<file path="config.mk">
export PLATFORM = sky130hd
export DESIGN_NAME = tflag_bank
export DESIGN_NICKNAME = d
export VERILOG_FILES = /design/src/rtl/tflag_pkg.sv /design/src/rtl/tflag_cell.sv /design/src/rtl/tflag_gate.sv /design/src/rtl/tflag_bank.sv
export SDC_FILE = /design/constraint.sdc
export NUM_CORES = 1
export LEC_CHECK = 0
export ABC_AREA = 1
export BUFFER_PORTS_ARGS = -buffer_cell sky130_fd_sc_hd__buf_2
export CORE_AREA = 2 2 39 41
export DETAILED_ROUTE_END_ITERATION = 16
export DIE_AREA = 0 0 41 43
export PLACE_DENSITY = 0.58
export SETUP_SLACK_MARGIN = 0.3
export SYNTH_ARGS = -nofsm -noshare
export SYNTH_HDL_FRONTEND = slang
export SYNTH_SLANG_ARGS = --single-unit
</file>
<file path="constraint.sdc">
create_clock -name clk -period 1 [get_ports clk]
set_input_delay 0.05 -clock clk [delete_from_list [all_inputs] [get_ports clk]]
set_output_delay 0.05 -clock clk [all_outputs]
set_load 0.02 [all_outputs]
</file>
<file path="src/rtl/tflag_pkg.sv">
package tflag_pkg;
    typedef struct packed {
        logic flag;
        logic arm;
    } cell_state_t;

    localparam cell_state_t CELL_RESET = '{flag: 1'b0, arm: 1'b0};
endpackage

</file>
<file path="src/rtl/tflag_cell.sv">
module tflag_cell
    import tflag_pkg::*;
(
    input  logic clk,
    input  logic rst_n,
    input  logic evt_i,
    input  logic rd_i,
    input  logic wr_i,
    input  logic wbit_i,
    output logic flag_o
);
    cell_state_t st_d, st_q;
    logic        clear_ok;

    always_comb begin
        st_d     = st_q;
        clear_ok = wr_i & ~wbit_i & st_q.arm;
        // Any write ends the handshake. A read arms only a set flag.
        if (wr_i) begin
            st_d.arm = 1'b0;
        end else if (rd_i && st_q.flag) begin
            st_d.arm = 1'b1;
        end
        // A new event always wins and drops the arming.
        if (evt_i) begin
            st_d.flag = 1'b1;
            st_d.arm  = 1'b0;
        end else if (clear_ok) begin
            st_d.flag = 1'b0;
        end
    end

    always_ff @(posedge clk or negedge rst_n) begin
        if (!rst_n) begin
            st_q <= CELL_RESET;
        end else begin
            st_q <= st_d;
        end
    end

    assign flag_o = st_q.flag;
endmodule

</file>
<file path="src/rtl/tflag_gate.sv">
module tflag_gate #(
    parameter int WIDTH = 3
) (
    input  logic [WIDTH-1:0] flag_i,
    input  logic [WIDTH-1:0] en_i,
    output logic [WIDTH-1:0] irq_o
);
    always_comb begin
        irq_o = flag_i & en_i;
    end
endmodule

</file>
<file path="src/rtl/tflag_bank.sv">
module tflag_bank #(
    parameter int N_CH = 2
) (
    input  logic            clk,
    input  logic            rst_n,
    input  logic [N_CH:0]   evt_i,
    input  logic            rd_i,
    input  logic            wr_i,
    input  logic [N_CH:0]   wdata_i,
    input  logic [N_CH:0]   en_i,
    output logic [N_CH:0]   flag_o,
    output logic [N_CH:0]   irq_o
);
    localparam int N_FLAG = N_CH + 1;

    logic [N_FLAG-1:0] flag_w;

    for (genvar gi = 0; gi < N_FLAG; gi++) begin : g_cell
        tflag_cell u_cell (
            .clk    (clk),
            .rst_n  (rst_n),
            .evt_i  (evt_i[gi]),
            .rd_i   (rd_i),
            .wr_i   (wr_i),
            .wbit_i (wdata_i[gi]),
            .flag_o (flag_w[gi])
        );
    end

    tflag_gate #(.WIDTH(N_FLAG)) u_gate (
        .flag_i (flag_w),
        .en_i   (en_i),
        .irq_o  (irq_o)
    );

    assign flag_o = flag_w;
endmodule

</file>
==> qor.csv <==
stage;metric;value;unit
route;drt-pass1-iter-count;2;
logic_synthesis;synth_cells;48;
setup_path;worstPathRequired;950;ps
clock_tree;ctsRootBufferMaster;clkbuf_4;
floorplanning;die_x;41;um
clock_tree;clock_latency;240;ps
logic_synthesis;ys_seq_elements;6;
setup_path;worst_ep_arrival_time;890;ps
setup_path;r2r-start;g_cell[1].u_cell.flag_o$_DFFE_PN0P_;
setup_path;cp_max_fo;4;
route;postRouteAntennaNets;0;
route;met1Wirelength;334;um
place;gp_congestion;0.582;
route;first_iter_violations;3;
place;dp_hpwl;540;um
clock_tree;numCtsBuffers;3;
logic_synthesis;yosysSeqAreaShare;46.5;%
global_routing;grt_pass1_vias;298;
worst_hold_path;holdCritStartpoint;evt_i[2];
layout;area_growth;69.8;%
floorplanning;die_area;1760;um^2
setup_path;end_kind;output port;
floorplanning;ios;19;
layout;final_layout_size_suffix_gt1_share;41.1;%
clock_tree;clkTransAtPathRegs;50;ps
pwr;max-vdd-ir-drop;0.000367;V
global_routing;grt_max_degree;7;
logic_synthesis;syn_area;323;um^2
route;drc;0;
setup_path;r2r_cells;6;
route;top_layer;met3;
sta;tightest_slew;142;ps
floorplanning;rows;14;
floorplanning;fp.dieH;43;um
route;vias;330;
global_routing;grt_overflow_total;0;
logic_synthesis;syn_avg_cell_area;6.73;um^2
global_routing;grt_usage;10.2;%
pwr;pwr_density_cell;1100;nW/um^2
layout;n_antenna_cell;0;
setup_path;r2r_slack;70;ps
clock_tree;clock_path_buffers;2;
status;status;complete, no violations;
clock_tree;h-tree-depth;1;
global_routing;grt_pass1_wl;1.11;mm
run;maxCapViolCount;0;
route;drt_wl_total;731;um
pwr;p_leak;0.000345;uW
route;via_per_inst;3.71;
logic_synthesis;synth.distinct_cells;6;
sta;min_period;939;ps
setup_path;crit_type;flop to output port;
sta;rsz0062_at_grt;true;
floorplanning;core_area;1380;um^2
route;route.met3.wl;65;um
logic_synthesis;synth_nets;61;
floorplanning;start_util;23.3;%
route;wl_met2;331;um
sta;drv_slew;0;
worst_hold_path;hold_path.class;primary input to flop;
layout;nets;88;
layout;fin_cells;89;
sta;finalHoldViolCount;0;
setup_path;critPathLaunchType;flop;
sta;period_share;93.9;%
setup_path;worstReg2RegEnd;g_cell[1].u_cell.st_q[0]$_DFFE_PN0P_;
clock_tree;numClockSinks;6;
place;io_buffers;18;
logic_synthesis;yosysWarnings;0;
setup_path;startpoint;g_cell[2].u_cell.flag_o$_DFFE_PN0P_;
global_routing;antenna_found_initial;0;
setup_path;setup.worst_path.end;irq_o[2];
sta;setup-tns-final;0;ps
sta;setup_viol;0;
sta;maxSlewHeadroom;90.6;%
clock_tree;cts_tree;yes;
sta;fmax;1.07;GHz
layout;fillCellCount;157;
place;placedCellCount;79;
sta;final.setup_skew;2.88;ps
route;wl_per_cell;8.21;um
cells in the mapped netlist, drive strengths merged:
master	instances	area, um^2
nand2	18	67.6
dfrtp	6	150
nand3	3	15.0
nor2	3	11.3
buf	3	22.5
inv	15	56.3
cell families (layout without fill, tap and decap cells):
group	after synthesis	after routing	synth area share, %
AND/OR/NAND/NOR	24	24	29.1
flip-flops	6	6	46.5
buffers and inverters	18	43	24.4
per-stage QoR:
stage / hold slack (ps) / instance area (um^2) / total power [uW] / setup WS (ps) / utilization [%]
floorplan: -246 / 323 / 308 / 334 / -
global placement: -116 / 410 / 350 / 305 / 29.7
detailed placement: -116 / 410 / 352 / 290 / 29.7
CTS: 3.99 / 522 / 612 / 59.4 / 37.7
global route: 22.1 / 548 / 656 / 3.82 / 39.6
finish: 11.9 / 548 / 605 / 61.1 / 39.6
final cells by class:
type,count,area (um^2),area share [%]
multi-input cells,24,104,18.9
flip-flops and latches,6,150,27.4
repair buffers,25,195,35.6
well taps,16,20.0,3.65
clock buffers,3,22.5,4.11
inverters,15,56.3,10.3
layer usage:
layer | global-route usage [%] | vias to the layer above
met5 | 0 | -
met4 | 8.00 | 0
met3 | 6.28 | 0
met2 | 13.8 | 13
met1 | 10.8 | 136
li1 | - | 181
critical path, cell delays in order, from the launching register on:
cell	delay [ps]
dfrtp_1	400
nand2_1	90
inv_2	40
buf_6	120
how the worst min path moves through the flow:
stage                                                end  slack (ps)  cells after the start
detailed placement  g_cell[0].u_cell.st_q[0]$_DFFE_PN0P_        -120                      1
finish               g_cell[2].u_cell.flag_o$_DFFE_PN0P_          10                      3
global route         g_cell[2].u_cell.flag_o$_DFFE_PN0P_          20                      3
global placement    g_cell[0].u_cell.st_q[0]$_DFFE_PN0P_        -120                      1
CTS                  g_cell[2].u_cell.flag_o$_DFFE_PN0P_           4                      3
floorplan            g_cell[0].u_cell.flag_o$_DFFE_PN0P_        -250                      0
registers in the layout (all words and copies together) (netlist names):
signal and flops:
g_cell.u_cell.st_q 3, g_cell.u_cell.flag_o 3
timing repair:
item	in CTS	in global routing
hold buffers	3	0
buffers inserted	3	1
setup endpoints to repair	9	12
gates resized for setup	12	7
pin swaps	4	3
endpoints found under the hold margin	8	0
placed cells by master, fill, tap and decap left out:
cell type,Yosys,final
nand2_1,18,14
inv_1,15,14
buf_2,0,12
buf_6,0,8
dfrtp_1,6,6
nand2_2,0,4
nand3_1,3,3
nor2_1,3,3
clkbuf_4,0,3
dlygate4sd3_1,0,3
buf_4,3,2
inv_2,0,1
power breakdown:
group / leakage (uW) / switching, uW / total (uW) / internal [uW]
clock: 0.0000138 / 87.2 / 223 / 136
sequential: 0.0000671 / 5.88 / 258 / 252
combinational: 0.000264 / 59.1 / 124 / 65.0
(Power assumes the default switching activity.)
